### config.mk
export PLATFORM = sky130hd
export DESIGN_NAME = rpe_collector
export DESIGN_NICKNAME = d
export VERILOG_FILES = /design/src/rtl/rpe_pkg.sv /design/src/rtl/rpe_status_reg.sv /design/src/rtl/rpe_cfg_port.sv /design/src/rtl/rpe_irq_gen.sv /design/src/rtl/rpe_collector.sv
export SDC_FILE = /design/constraint.sdc
export NUM_CORES = 1
export LEC_CHECK = 0
export CAP_MARGIN = 25
export CORE_MARGIN = 5
export CORE_UTILIZATION = 46
export DETAILED_ROUTE_END_ITERATION = 7
export GPL_ROUTABILITY_DRIVEN = 0
export GPL_TIMING_DRIVEN = 0
export PLACE_DENSITY = 0.94
export SYNTH_ARGS = -nofsm -noshare
export SYNTH_HDL_FRONTEND = slang
export SYNTH_SLANG_ARGS = --single-unit
export TNS_END_PERCENT = 5
### constraint.sdc
create_clock -name clk -period 2.1 [get_ports clk]
set_clock_uncertainty 0.1 [all_clocks]
set_input_delay 0.21 -clock clk [delete_from_list [all_inputs] [get_ports clk]]
set_output_delay 0.21 -clock clk [all_outputs]
set_load 0.02 [all_outputs]
### src/rtl/rpe_pkg.sv
// Shared types for the root port error status collector.
package rpe_pkg;

    // Message severity encoding on the msg_sev port.
    typedef enum logic [1:0] {
        SEV_COR      = 2'd0,
        SEV_NONFATAL = 2'd1,
        SEV_FATAL    = 2'd2,
        SEV_NONE     = 2'd3
    } sev_e;

    // Report bits of the status register, bit 0 at the bottom.
    typedef struct packed {
        logic fat;    // bit 6 fatal received
        logic nf;     // bit 5 non-fatal received
        logic ffat;   // bit 4 first uncorrectable was fatal
        logic munc;   // bit 3 multiple uncorrectable
        logic unc;    // bit 2 uncorrectable received
        logic mcor;   // bit 1 multiple correctable
        logic cor;    // bit 0 correctable received
    } rpt_t;

    localparam int RPT_W = $bits(rpt_t);
    localparam int CMD_W = 3;

    localparam logic [1:0] ADDR_STATUS = 2'd0;
    localparam logic [1:0] ADDR_CMD    = 2'd1;
    localparam logic [1:0] ADDR_SRC    = 2'd2;

    // Status classes in command-enable order: {fatal, non-fatal, correctable}.
    function automatic logic [CMD_W-1:0] class_of(input rpt_t r);
        return {r.fat, r.nf, r.cor};
    endfunction

endpackage

### src/rtl/rpe_status_reg.sv
// Status and source-ID capture for the root port error collector.
// Applies one message per cycle and the software clear mask together.
// First/multiple decisions use the status held before this cycle.
// Assumes msg_sev is held only while msg_valid is high.
module rpe_status_reg
    import rpe_pkg::*;
#(
    parameter int SRC_W = 16,
    parameter int VEC_W = 5
) (
    input  logic             clk,
    input  logic             rst_n,
    input  logic             msg_valid,
    input  logic [1:0]       msg_sev,
    input  logic [SRC_W-1:0] msg_src,
    input  logic             clr_we,
    input  rpt_t             clr_mask,
    input  logic             vec_load,
    input  logic [VEC_W-1:0] vec_in,
    output rpt_t             rpt,
    output logic [SRC_W-1:0] cor_src,
    output logic [SRC_W-1:0] unc_src,
    output logic [VEC_W-1:0] vector
);

    logic is_cor, is_nf, is_fat, is_unc;
    rpt_t rpt_nxt;

    // Decode the incoming message class.
    always_comb begin
        is_cor = msg_valid && (sev_e'(msg_sev) == SEV_COR);
        is_nf  = msg_valid && (sev_e'(msg_sev) == SEV_NONFATAL);
        is_fat = msg_valid && (sev_e'(msg_sev) == SEV_FATAL);
        is_unc = is_nf || is_fat;
    end

    // Next status: clear by mask, then OR in the bits the message sets.
    always_comb begin
        rpt_nxt = clr_we ? (rpt & ~clr_mask) : rpt;
        if (is_cor) begin
            if (rpt.cor) rpt_nxt.mcor = 1'b1;
            rpt_nxt.cor = 1'b1;
        end
        if (is_nf) rpt_nxt.nf = 1'b1;
        if (is_fat) begin
            if (!rpt.unc) rpt_nxt.ffat = 1'b1;
            rpt_nxt.fat = 1'b1;
        end
        if (is_unc) begin
            if (rpt.unc) rpt_nxt.munc = 1'b1;
            rpt_nxt.unc = 1'b1;
        end
    end

    // Status register update.
    always_ff @(posedge clk) begin
        if (!rst_n) rpt <= '0;
        else        rpt <= rpt_nxt;
    end

    // Source ID capture for the first error of each class.
    always_ff @(posedge clk) begin
        if (!rst_n) begin
            cor_src <= '0;
            unc_src <= '0;
        end else begin
            if (is_cor && !rpt.cor) cor_src <= msg_src;
            if (is_unc && !rpt.unc) unc_src <= msg_src;
        end
    end

    // Vector field, loaded only through the side input.
    always_ff @(posedge clk) begin
        if (!rst_n)        vector <= '0;
        else if (vec_load) vector <= vec_in;
    end

    AST_COR_SRC_KEEP: assert property (@(posedge clk) disable iff (!rst_n)
        (is_cor && rpt.cor) |=> $stable(cor_src));
    AST_UNC_SRC_KEEP: assert property (@(posedge clk) disable iff (!rst_n)
        (is_unc && rpt.unc) |=> $stable(unc_src));
    AST_FFAT_FIRST_ONLY: assert property (@(posedge clk) disable iff (!rst_n)
        (is_fat && rpt.unc) |=> !$rose(rpt.ffat));
    AST_VEC_READ_ONLY: assert property (@(posedge clk) disable iff (!rst_n)
        !vec_load |=> $stable(vector));

endmodule

### src/rtl/rpe_cfg_port.sv
// Configuration access for the collector: holds the command register,
// decodes writes into status clears and command updates, and muxes reads.
// Assumes DATA_W can hold both source IDs and the vector plus report bits.
module rpe_cfg_port
    import rpe_pkg::*;
#(
    parameter int SRC_W  = 16,
    parameter int VEC_W  = 5,
    parameter int DATA_W = 32
) (
    input  logic              clk,
    input  logic              rst_n,
    input  logic              cfg_wr,
    input  logic [1:0]        cfg_addr,
    input  logic [DATA_W-1:0] cfg_wdata,
    output logic [DATA_W-1:0] cfg_rdata,
    input  rpt_t              rpt,
    input  logic [SRC_W-1:0]  cor_src,
    input  logic [SRC_W-1:0]  unc_src,
    input  logic [VEC_W-1:0]  vector,
    output logic [CMD_W-1:0]  cmd,
    output logic              cmd_wr,
    output logic [CMD_W-1:0]  cmd_new,
    output logic              clr_we,
    output rpt_t              clr_mask
);

    logic unused_wdata_hi;
    assign unused_wdata_hi = ^cfg_wdata[DATA_W-1:RPT_W];

    // Write decode into per-register strobes.
    always_comb begin
        cmd_wr   = cfg_wr && (cfg_addr == ADDR_CMD);
        cmd_new  = cfg_wdata[CMD_W-1:0];
        clr_we   = cfg_wr && (cfg_addr == ADDR_STATUS);
        clr_mask = rpt_t'(cfg_wdata[RPT_W-1:0]);
    end

    // Command register with the three reporting enables.
    always_ff @(posedge clk) begin
        if (!rst_n)      cmd <= '0;
        else if (cmd_wr) cmd <= cmd_new;
    end

    // Read mux; unmapped address reads zero.
    always_comb begin
        cfg_rdata = '0;
        case (cfg_addr)
            ADDR_STATUS: begin
                cfg_rdata[RPT_W-1:0]        = rpt;
                cfg_rdata[DATA_W-1 -: VEC_W] = vector;
            end
            ADDR_CMD: cfg_rdata[CMD_W-1:0] = cmd;
            ADDR_SRC: cfg_rdata[2*SRC_W-1:0] = {unc_src, cor_src};
            default:  cfg_rdata = '0;
        endcase
    end

    AST_CMD_ONLY_BY_WRITE: assert property (@(posedge clk) disable iff (!rst_n)
        !cmd_wr |=> $stable(cmd));

endmodule

### src/rtl/rpe_irq_gen.sv
// Interrupt generation for the collector. Evaluates the enabled-status
// condition from the status and command held before this cycle, fires on
// message arrival or command writes, and routes to MSI-X, MSI or INTx.
// Assumes rpt and cmd are the registered (pre-update) values.
module rpe_irq_gen
    import rpe_pkg::*;
(
    input  logic             clk,
    input  logic             rst_n,
    input  logic             msg_valid,
    input  logic [1:0]       msg_sev,
    input  rpt_t             rpt,
    input  logic [CMD_W-1:0] cmd,
    input  logic             cmd_wr,
    input  logic [CMD_W-1:0] cmd_new,
    input  logic             msi_en,
    input  logic             msix_en,
    output logic             intx_level,
    output logic             msi_req,
    output logic             msix_req
);

    logic [CMD_W-1:0] cls;
    logic [CMD_W-1:0] sev_bit;
    logic             was_on, msg_fire, wr_fire, any_fire, legacy;

    // Severity to command-enable bit.
    always_comb begin
        case (sev_e'(msg_sev))
            SEV_COR:      sev_bit = 3'b001;
            SEV_NONFATAL: sev_bit = 3'b010;
            SEV_FATAL:    sev_bit = 3'b100;
            default:      sev_bit = 3'b000;
        endcase
    end

    // Trigger conditions from the previous status and command.
    always_comb begin
        cls      = class_of(rpt);
        was_on   = |(cls & cmd);
        msg_fire = msg_valid && |(sev_bit & cmd) && !was_on;
        wr_fire  = cmd_wr && !was_on && |(cls & cmd_new);
        any_fire = msg_fire || wr_fire;
        legacy   = !msi_en && !msix_en;
    end

    // Message request pulses, MSI-X ahead of MSI.
    always_ff @(posedge clk) begin
        if (!rst_n) begin
            msi_req  <= 1'b0;
            msix_req <= 1'b0;
        end else begin
            msix_req <= any_fire && msix_en;
            msi_req  <= any_fire && msi_en && !msix_en;
        end
    end

    // Legacy level: recomputed on command writes, raised on message fire.
    always_ff @(posedge clk) begin
        if (!rst_n) intx_level <= 1'b0;
        else if (legacy) begin
            if (cmd_wr)        intx_level <= |(cls & cmd_new) || msg_fire;
            else if (msg_fire) intx_level <= 1'b1;
        end
    end

    AST_ONE_KIND: assert property (@(posedge clk) disable iff (!rst_n)
        !(msi_req && msix_req));
    AST_MSIX_NEEDS_EN: assert property (@(posedge clk) disable iff (!rst_n)
        msix_req |-> $past(msix_en));
    AST_MSI_NEEDS_MODE: assert property (@(posedge clk) disable iff (!rst_n)
        msi_req |-> $past(msi_en && !msix_en));
    AST_INTX_HOLD_MSG_MODE: assert property (@(posedge clk) disable iff (!rst_n)
        (msi_en || msix_en) |=> $stable(intx_level));
    AST_NO_REPEAT_WHEN_ON: assert property (@(posedge clk) disable iff (!rst_n)
        (was_on && !cmd_wr) |=> !msi_req && !msix_req);

endmodule

### src/rtl/rpe_collector.sv
// Root port error status collector top. Ties the status/source capture,
// the configuration port and the interrupt generator together.
// Assumes messages arrive already gated by the bridges below.
module rpe_collector
    import rpe_pkg::*;
#(
    parameter int SRC_W  = 16,
    parameter int VEC_W  = 5,
    parameter int DATA_W = 32
) (
    input  logic              clk,
    input  logic              rst_n,
    input  logic              msg_valid,
    input  logic [1:0]        msg_sev,
    input  logic [SRC_W-1:0]  msg_src,
    input  logic              cfg_wr,
    input  logic [1:0]        cfg_addr,
    input  logic [DATA_W-1:0] cfg_wdata,
    output logic [DATA_W-1:0] cfg_rdata,
    input  logic              vec_load,
    input  logic [VEC_W-1:0]  vec_in,
    input  logic              msi_en,
    input  logic              msix_en,
    output logic              intx_level,
    output logic              msi_req,
    output logic              msix_req,
    output logic [VEC_W-1:0]  irq_vector
);

    rpt_t             rpt;
    rpt_t             clr_mask;
    logic             clr_we;
    logic [SRC_W-1:0] cor_src, unc_src;
    logic [VEC_W-1:0] vector;
    logic [CMD_W-1:0] cmd, cmd_new;
    logic             cmd_wr;

    rpe_status_reg #(.SRC_W(SRC_W), .VEC_W(VEC_W)) u_status (
        .clk      (clk),
        .rst_n    (rst_n),
        .msg_valid(msg_valid),
        .msg_sev  (msg_sev),
        .msg_src  (msg_src),
        .clr_we   (clr_we),
        .clr_mask (clr_mask),
        .vec_load (vec_load),
        .vec_in   (vec_in),
        .rpt      (rpt),
        .cor_src  (cor_src),
        .unc_src  (unc_src),
        .vector   (vector)
    );

    rpe_cfg_port #(.SRC_W(SRC_W), .VEC_W(VEC_W), .DATA_W(DATA_W)) u_cfg (
        .clk      (clk),
        .rst_n    (rst_n),
        .cfg_wr   (cfg_wr),
        .cfg_addr (cfg_addr),
        .cfg_wdata(cfg_wdata),
        .cfg_rdata(cfg_rdata),
        .rpt      (rpt),
        .cor_src  (cor_src),
        .unc_src  (unc_src),
        .vector   (vector),
        .cmd      (cmd),
        .cmd_wr   (cmd_wr),
        .cmd_new  (cmd_new),
        .clr_we   (clr_we),
        .clr_mask (clr_mask)
    );

    rpe_irq_gen u_irq (
        .clk       (clk),
        .rst_n     (rst_n),
        .msg_valid (msg_valid),
        .msg_sev   (msg_sev),
        .rpt       (rpt),
        .cmd       (cmd),
        .cmd_wr    (cmd_wr),
        .cmd_new   (cmd_new),
        .msi_en    (msi_en),
        .msix_en   (msix_en),
        .intx_level(intx_level),
        .msi_req   (msi_req),
        .msix_req  (msix_req)
    );

    assign irq_vector = vector;

endmodule

After elaboration in Yosys (flattened, before gate mapping)
Cells that the tools add are included.

Flip-flop bits (word level): 50. Input port bits: 64. Output and inout port bits: 40. Logic and storage cells: 73.

Equal/unequal tests: 4. Multiplexer cells: 16. Bitwise gates (word level): 5. Reductions and logical operators: 34.

Operators by type and width (count): 20-bit two-way mux (1); 3-bit one-hot mux with 3 select lines (2); 1-bit logical AND (15); 5-bit one-hot mux with 2 select lines (1); 2-bit nonzero test (5); 3-bit bitwise AND (3); 3-bit OR reduction (3); 1-bit two-way mux (8); 4-bit one-hot mux with 2 select lines (1); 7-bit bitwise AND (1); 7-bit two-way mux (1); 7-bit NOT (1); 1-bit zero test (5); 2-bit by 1-bit equality test with 1-bit output, second input constant (2); 2-bit equality test, second input constant (2); 2-bit zero test (2); 2-bit two-way mux (2); 1-bit logical OR (3); 2-bit AND reduction (1).

Longest topological paths before layout
Gate-level depths: netlist of run 1.

Depth in word-level cells: 9. Depth in mapped cells: 6. Depth with buffers taken out: 4.

Hierarchy
Synthesis of run 1 repeated with hierarchy kept, for this count alone.

Cells, all modules: 274. Area total of the unflattened synthesis: 2462.4 µm².

Modules (own cells, without submodules): rpe_status_reg (instances 1, cells each 177, area an instance 1734.2 µm²); rpe_cfg_port (instances 1, cells each 76, area an instance 561.8 µm²); rpe_irq_gen (instances 1, cells each 21, area an instance 166.4 µm²).

Worst setup path before layout of run 1
Ideal clock, no wire load.

Path kind: input -> output. From: in cfg_addr[0]. To: out cfg_rdata[1]. Arrival: 1.347 ns. Data required time: 1.790 ns. Path slack: 0.443 ns. Stages on the path: 4. Buffers on the path: 2. Path through: clkbuf_1 clkbuf_1 mux2i_1 o21ai_0.

Cells in the longest elaborated chain, start to end: 2. Elaborated cells between the ends (all ways): 4.

Ends and longest elaborated chain: start: declaration (line rpe_collector.sv:17) `input logic [1:0] cfg_addr,`; 2-bit equality test (tied with other cells) (line rpe_cfg_port.sv:48) `case (cfg_addr)`; 3-bit one-hot mux with 3 select lines * (line rpe_cfg_port.sv:48); end: declaration (line rpe_collector.sv:19) `output logic [DATA_W-1:0] cfg_rdata,`.

Every way passes the cells marked *; elsewhere a longest branch is shown, timed or not.

Worst setup path after layout of run 1
From: in cfg_addr[1]. To: out cfg_rdata[22].

Cells in the longest elaborated chain, start to end: 2.

Ends and longest elaborated chain (line): 2-bit equality test (rpe_cfg_port.sv:48); 20-bit two-way mux (rpe_cfg_port.sv:48).

Every way passes these cells.

==> results of run 1 <==
## Yosys cell counts
master	instances	area (um^2)
or2_0	1	6.26
a21boi_0	9	67.6
nand3_1	2	10.0
clkbuf_1	11	41.3
nand2_1	42	158
a21boi_2	10	113
o211ai_4	1	21.3
a22oi_1	2	15.0
clkbuf_2	1	5.00
a21oi_1	5	25.0
and2_1	20	125
dfxtp_1	50	1000
nor3b_2	2	25.0
and2b_1	1	7.51
o2bb2ai_1	1	8.76
nand3b_1	2	15.0
buf_6	1	11.3
nand4b_1	1	8.76
mux2i_1	37	370
nor2b_1	29	181
a222oi_1	2	20.0
nor2_1	14	52.6
buf_12	2	40.0
nor2b_4	2	27.5
nand2b_1	2	12.5
inv_1	1	3.75
buf_2	2	10.0
nand2_2	3	18.8
o21ai_0	5	25.0
## area by class of cell
class                      instances  share of cell area
clock buffer                       5              0.0204
sequential                        50               0.297
clock inverter                     3              0.0119
tap                               70              0.0260
multi-input combinational        193               0.390
buffer                            17              0.0334
inverter                           1             0.00111
timing repair buffer              74               0.221
## per-layer routing
| metal | GRT usage | routed length, um | vias up |
|---|---|---|---|
| met3 | 0.0477 | 396 | 7 |
| met5 | 0 | 0 | - |
| met2 | 0.317 | 2980 | 73 |
| li1 | - | - | 1023 |
| met4 | 0.0539 | 53 | 0 |
| met1 | 0.218 | 2550 | 930 |
## flip-flops by register name, summed over array words and instances, names as in the netlist
register / flops
u_irq.intx_level: 1
u_status.vector: 5
u_status.cor_src: 16
u_irq.msi_req: 1
u_irq.msix_req: 1
u_cfg.cmd: 3
u_status.unc_src: 16
u_status.rpt: 7
## power breakdown
group / internal, mW / total [mW] / switching (mW)
sequential: 0.988 / 1.01 / 0.0256
combinational: 0.182 / 0.336 / 0.153
clock: 0.351 / 0.670 / 0.320
## worst paths after layout
kind	from	slack [ps]	to
max reg2reg	u_status.rpt[0]	690	u_status.cor_src[7]
min	rst_n	200	u_status.vector[0]
min reg2reg	u_status.cor_src[14]	360	u_status.cor_src[14]
max	cfg_addr[1]	150	cfg_rdata[22]
## layout by cell type, fill, tap and decap left out, drive strengths merged, types with 5 or more instances in the layout
cell type      count
a21oi              5
a21boi            19
nor2b             31
clkbuf            16
dfxtp             50
buf                6
mux2i             37
nor2              14
and2              20
nand2             45
clkdlybuf4s50     71
o21ai              5
## kinds of logic (layout without fill, tap and decap cells)
family                 Yosys count  after routing  synth area share
AND/OR/NAND/NOR                121            121             0.267
flip-flops                      50             50             0.413
multiplexers                    37             37             0.153
AO/OA/AOI/OAI                   35             35             0.122
buffers and inverters           18            100            0.0459
## what timing repair did
| action | CTS | global route |
|---|---|---|
| pin swaps | 0 | 0 |
| endpoints found under the setup margin | 20 | 2 |
| hold endpoints to repair | 0 | 0 |
| hold buffers | 0 | 0 |
| resized for setup | 6 | 3 |
## per-stage QoR
step	TNS [ps]	utilization
after detailed placement	-4120	0.637
after floorplan	0	-
after global placement	-3910	0.637
after global routing	0	0.661
final	0	0.661
after CTS	0	0.660
==> metrics.txt, run 1 <==
Slowest-stage cell, CP=clkdlybuf4s50_1; root buffer cell=clkbuf_8; largest net degree at the start of global routing=16; Finished Cell Area=roughly 3400 um^2; Clock Latency Late Sink=310 ps; CTS Buffer Depth=2; first-pass GRT wire length=between 9000 and 10000 um; Worst path depth=5; Routed WL=about 6000 um; grt ovf=0; Fmax=0.513 GHz; fillers=427; Worst Tran Pin Value=roughly 480 ps; Overall Global Routing Usage=0.181; Max Cap Viol=0; Power per Cell Area=598 nW/um^2; Syn Std Cell Area=2430 um^2; Rel. slew slack=0.679; die area=6830 um^2; Post-Place Cell Area=~3300 um^2; Avg Inst Size Synth=9.30 um^2; Buf/Inv on CP=3; worst hold path class=in2reg; Reg2Reg Depth=5; First-pass DRT Iterations=4; post-route minimum period=between 1500 and 2000 ps; Initial Util=0.475; Rows=26; Residual DRC=0; run status=finished, final reports clean; FF+latch count, synth=50; crit-path max FO=10; DR vias=2033; Detailed Route Iter0 Violations=134; Hold WS=198 ps; # IOs=104; Multi-input gate area=1320 um^2; final worst path period share=0.928; CP max stage delay=610 ps; unrepaired setup endpoints after global routing=no; Crit. End Element=output pin; DP HPWL=4710 um; number of max-slew violations in the final report=0; Final Non-Filler Cells=around 410; CTS tree=yes; nets@finish=406; FF/Latch Area=1000 um^2; Core ar.=between 5000 and 6000 um^2; vias per cell=4.92; pre-CTS setup slack=-296 ps; DIE HEIGHT=82.6 um; Synthesized Nets=approximately 330; Yosys warnings=0; Post-CTS Setup Bufs=0; Worst IR Drop VDD=0.355 mV; Cells on Worst Hold Path=2; Sink Count=50; sequential area share after synthesis=0.413; total power=2.02 mW; CTS buffer count=5; required time worst endpoint=1790 ps; Leak=about 1.4 nW; vias in the first global route=2066; Area Growth Syn to Fin=39.1%; Synth Instances=approximately 260; Final Hold Fails=0; critical path class=in2out; Setup-failing EPs final=0; Worst setup SP type=input pin; H-tree levels=2; Wirelength per Cell=14.5 um; clk slew on worst S/H paths=90 ps; DRT antenna net count=0; Final WS setup=152 ps; share of cells above drive strength 1=0.108; CP arrival=1640 ps; Distinct cells, synth=29; crit path cell chain=clkbuf_2 -> nor2b_2 -> buf_2 -> and2_1 -> clkdlybuf4s50_1; Die Wd=between 80 and 90 um; number of antenna diodes=0; initial antenna violation count=0; Cell Count Post-Placement=around 400; family with the most delay on the worst path=buffers and inverters; # port buffers=74
Note: power is estimated with default switching activity, not from simulation.
==> run 2, diff against run 1 <==
--- a/config.mk
+++ b/config.mk
@@ -9,3 +9,3 @@
 export CORE_MARGIN = 5
-export CORE_UTILIZATION = 46
+export CORE_UTILIZATION = 38
 export DETAILED_ROUTE_END_ITERATION = 7
@@ -13,3 +13,3 @@
 export GPL_TIMING_DRIVEN = 0
-export PLACE_DENSITY = 0.94
+export PLACE_DENSITY = 0.84
 export SYNTH_ARGS = -nofsm -noshare
==> constraint.sdc (replaced) <==
create_clock -name clk -period 1.6 [get_ports clk]
set_clock_uncertainty 0.1 [all_clocks]
set_input_delay 0.16 -clock clk [delete_from_list [all_inputs] [get_ports clk]]
set_output_delay 0.16 -clock clk [all_outputs]
set_load 0.05 [all_outputs]
==> run 2 against run 1 <==
Routed wire length is 2.5% higher. Global-route usage fell by 3.3 points. Largest cell class unchanged. Cell count is 1.5% higher. Worst hold slack worse by 38 ps. Final area is 3.8% lower. Highest routed layer unchanged.
==> metrics.txt, run 2 (synthesis results as in run 1) <==
Die Wd=89.9 um; Reg2Reg Depth=5; Detailed Route Iter0 Violations=72; DIE HEIGHT=89.9 um; # port buffers=74; met3 wire length=slightly above 300 um; Fmax=0.647 GHz; critical path class=reg2out; most common cell after layout, fill and taps aside=dfxtp_1; post-route minimum period=1550 ps; Core ar.=about 6300 um^2; Residual DRC=0; biggest regs=u_status.cor_src: 16 flops, u_status.unc_src: 16 flops, u_status.rpt: 7 flops; Cells on Worst Hold Path=2; run status=finished, final reports clean; Leak=1.42 nW; grt ovf=0; Sink Count=50; Area Growth Syn to Fin=33.8%; Max Cap Viol=0; Rel. slew slack=0.662; root buffer cell=clkbuf_8; CP max stage delay=about 520 ps; CP arrival=1290 ps; vias per cell=4.83; Overall Global Routing Usage=0.148; required time worst endpoint=approximately 1300 ps; vias in the first global route=2056; max layer used=met4; crit-path max FO=2; CTS tree=yes; DR vias=2024; family with the most delay on the worst path=buffers and inverters; number of max-slew violations in the final report=0; CTS Buffer Depth=2; commonest cells after routing, fill and taps aside=dfxtp_1 (50), nand2_1 (42), mux2i_1 (37); Buf/Inv on CP=1; Setup-failing EPs final=0; DP HPWL=4870 um; Worst setup SP type=flop; share of cells above drive strength 1=0.190; Worst IR Drop VDD=approximately 0.4 mV; Finished Cell Area=3250 um^2; pre-CTS setup slack=-958 ps; metal2 WL=between 3000 and 4000 um; nets@finish=about 410; Post-Place Cell Area=around 3300 um^2; clk slew on worst S/H paths=approximately 80 ps; Rows=29; final core occ=0.517; Routed WL=6130 um; Worst path depth=2; first-pass GRT wire length=10000 um; number of antenna diodes=0; Final WS setup=54.2 ps; die area=between 8000 and 9000 um^2; Wirelength per Cell=14.6 um; # IOs=104; met1 WL=about 2700 um; CTS buffer count=5; initial antenna violation count=0; crit path cell chain=and2_1 -> dlygate4sd2_1; Slowest-stage cell, CP=dlygate4sd2_1; H-tree levels=2; Post-CTS Setup Bufs=0; Initial Util=0.386; final worst path period share=0.966; First-pass DRT Iterations=4; Worst Tran Pin Value=508 ps; Final Hold Fails=0; total power=between 2 and 2.5 mW; unrepaired setup endpoints after global routing=no; largest net degree at the start of global routing=14; Power per Cell Area=between 700 and 800 nW/um^2; Sum Neg Setup Slack=0 ps; DRT antenna net count=0; worst hold path class=in2reg; Clock Latency Late Sink=290 ps; Crit. End Element=output pin
==> run 2: cell types whose count changed in the layout (fill, tap and decap cells not counted), sizes merged, moves of 2 or more <==
cell | previous run | this run
clkdlybuf4s50 | 71 | 31
buf | 6 | 27
dlygate4sd2 | 1 | 14
clkdlybuf4s15 | 0 | 6
clkbuf | 16 | 20
clkinv | 2 | 0
dlymetal6s2s | 2 | 0
==> run 2: path summary, 6_finish.rpt <==
check	start	to	slack [ps]
setup / recovery	u_status.cor_src[8]	cfg_rdata[8]	50
hold / removal	rst_n	u_status.rpt[6]	160
setup reg to reg	u_status.rpt[0]	u_status.cor_src[6]	230
hold reg to reg	u_status.cor_src[13]	u_status.cor_src[13]	360
==> run 2: layout make-up <==
cell class / count / area, um^2
Buffer: 17 / 114
Clock buffer: 7 / 76.3
Fill cell: 609 / 3030
Inverter: 1 / 3.75
Multi-Input combinational cell: 193 / 1330
Sequential cell: 50 / 1000
Tap cell: 77 / 96.3
Timing Repair Buffer: 74 / 623
==> run 2: report_power, final <==
| group | leakage, nW | internal (mW) | switching (mW) | total, mW |
|---|---|---|---|---|
| clock network | 0.0383 | 0.302 | 0.381 | 0.683 |
| registers | 0.408 | 1.30 | 0.0336 | 1.33 |
| logic | 0.972 | 0.223 | 0.263 | 0.486 |
| total | 1.42 | 1.82 | 0.678 | 2.50 |
==> run 2: worst register-to-register path, delay by kind of cell, from the launching register on <==
family | cells | cell delay, ps
AOI/OAI and AO/OA | 1 | 130
DFF | 1 | 430
and+or+nand+nor | 2 | 230
buffers and inverters | 2 | 410
==> run 2: metrics by stage <==
step	std cells	hold slack, ps
finish	419	160
CTS	419	152
floorplan	261	186
detailed placement	412	354
global route	419	155
global placement	412	350
==> run 2: per-layer routing <==
| metal | global-route usage | vias up |
|---|---|---|
| met1 | 0.178 | 926 |
| met4 | 0.0471 | 0 |
| li1 | - | 1028 |
| met5 | 0 | - |
| met3 | 0.0367 | 10 |
| met2 | 0.259 | 60 |
==> run 2: what timing repair did <==
item | 4_1_cts | 5_1_grt
setup endpoints to repair | 60 | 22
gates resized for setup | 119 | 40
hold buffers | 0 | 0
hold endpoints to repair | 0 | 0
==> run 3, diff against run 2 <==
- REMOVE_ABC_BUFFERS: unset -> 1
==> run 3 against run 2 <==
Sequential share of layout area down 0.37 points. Sequential cell count unchanged. Cell count down 1.7%. Die area unchanged. Largest cell class unchanged. Highest routed layer unchanged.
==> metrics.txt, run 3 (synthesis results as in run 1) <==
unrepaired setup endpoints after global routing=no; Finished Cell Area=3290 um^2; root buffer cell=clkbuf_8; DR vias=2018; First-pass DRT Iterations=4; Detailed Route Iter0 Violations=71; nets@finish=398; worst hold path class=in2reg; Sink Count=50; Hold Crit Start=msg_valid; Leak=1.40 nW; biggest regs=u_status.cor_src: 16 flops, u_status.unc_src: 16 flops, u_status.rpt: 7 flops; CTS tree=yes; crit path cell chain=mux2i_1 -> nor2_1 -> clkdlybuf4s15_2; run status=finished, final reports clean; vias per cell=4.90; Power per Cell Area=784 nW/um^2; Post-Place Cell Area=3230 um^2; Crit. End Element=output pin; most common cell after layout, fill and taps aside=dfxtp_1; Setup-failing EPs final=0; commonest cells after routing, fill and taps aside=dfxtp_1 (49), nand2_1 (42), mux2i_1 (37); sw power=701 uW; Comb pwr share=0.193; # IOs=104; Flop pwr share=0.516; fillers=603; Residual DRC=0; # port buffers=78; Core ar.=approximately 6300 um^2; CP startpoint=u_status.rpt[5]; Final Hold Fails=0; Clk pwr share=0.292; CP arrival=~1300 ps; family with the most delay on the worst path=flip-flops; CP max stage delay=410 ps; Wirelength per Cell=14.5 um; CTS buffer count=5; grt ovf=0; DP HPWL=4300 um; switch share=0.272; CTS Buffer Depth=2; share of cells above drive strength 1=0.206; Clock Latency Late Sink=300 ps; H-tree levels=2; # hold bufs at CTS=0; total power=2.58 mW; Routed WL=5980 um; Rows=29; final worst path period share=0.983; Rel. slew slack=0.480; die area=approximately 8000 um^2; DRT antenna net count=0; Area Growth Syn to Fin=35.6%; Fmax=around 0.64 GHz; required time worst endpoint=about 1300 ps; vias in the first global route=2031; R2R Path Start=u_status.rpt[6]; DIE HEIGHT=about 90 um; Buf/Inv on CP=1; crit-path max FO=4; Int Power=1.88 mW; Max Cap Viol=0; clk slew on worst S/H paths=approximately 100 ps; Overall Global Routing Usage=0.147; Worst Tran Pin Value=777 ps; number of antenna diodes=0; initial antenna violation count=0; critical path class=reg2out; Slowest-stage cell, CP=dfxtp_1; Die Wd=~90 um; largest net degree at the start of global routing=29; Initial Util=0.386; first-pass GRT wire length=between 10000 and 15000 um; post-route minimum period=1570 ps; number of max-slew violations in the final report=0; Worst IR Drop VDD=0.475 mV; Worst setup SP type=flop
-- run 3: cell types whose count changed in the layout (fill, tap and decap cells not counted), moves of 2 or more --
cell / previous run / this run
buf_2: 23 / 15
clkbuf_1: 8 / 0
clkdlybuf4s15_2: 6 / 10
dlygate4sd2_1: 14 / 11
o21ai_0: 2 / 5
clkdlybuf4s50_1: 31 / 33
o21ai_1: 2 / 0
-- run 3: final timing paths --
kind / to / slack, ps / cells after the start
setup / recovery: cfg_rdata[5] / 30 / 3
hold / removal: u_irq.intx_level / 310 / 3
setup reg to reg: u_irq.intx_level / 250 / 3
hold reg to reg: u_status.cor_src[13] / 360 / 2
-- run 3: stage by stage --
| stage | hold WS (ps) | utilization | TNS [ps] | worst slack, ps | std cells |
|---|---|---|---|---|---|
| 2_1_floorplan | 186 | - | -946 | -206 | 244 |
| 3_3_place_gp | 350 | 0.509 | -80180 | -2080 | 399 |
| 3_5_place_dp | 355 | 0.515 | -70350 | -1670 | 401 |
| 4_1_cts | 305 | 0.520 | -41.0 | -30.4 | 410 |
| 5_1_grt | 330 | 0.524 | 0 | 1.25 | 412 |
| 6_report | 308 | 0.524 | 0 | 27.7 | 412 |
-- run 3: layout make-up --
cell class | count | area (um^2) | area share
repair buffers | 82 | 751 | 0.228
clock inverters | 2 | 12.5 | 0.00380
well taps | 77 | 96.3 | 0.0293
clock buffers | 6 | 82.6 | 0.0251
flip-flops and latches | 50 | 1000 | 0.305
inverters | 1 | 3.75 | 0.00114
multi-input cells | 194 | 1340 | 0.408
-- run 3: metal layers --
layer / wire length [um] / vias to the layer above / global-route usage / part of all wire
li1: - / 1006 / - / -
met1: 2670 / 944 / 0.190 / 0.45
met2: 2880 / 63 / 0.245 / 0.48
met3: 390 / 5 / 0.0426 / 0.065
met4: 38 / 0 / 0.0310 / 0.0064
met5: 0 / - / 0 / 0
-- run 3: power by group through the flow --
stage,clock (mW),sequential (mW),combinational (mW)
final,0.752,1.33,0.497
after global routing,0.815,1.34,0.537
after CTS,0.775,1.33,0.489
after detailed placement,0,1.36,0.498
after global placement,0,1.36,0.482
after floorplan,0,1.38,0.235
-- run 3: worst register-to-register path: cells and delay by family, from the launching register on --
kind / cells / cell delay [ps]
DFF: 1 / 360
AOI/OAI and AO/OA: 2 / 680
and+or+nand+nor: 1 / 160
-- run 3: what timing repair did --
| item | CTS | global route |
|---|---|---|
| gates resized for setup | 157 | 11 |
| setup buffers | 0 | 2 |
| pin swaps | 0 | 1 |
| setup endpoints to repair | 85 | 25 |
| cloned | 1 | 0 |
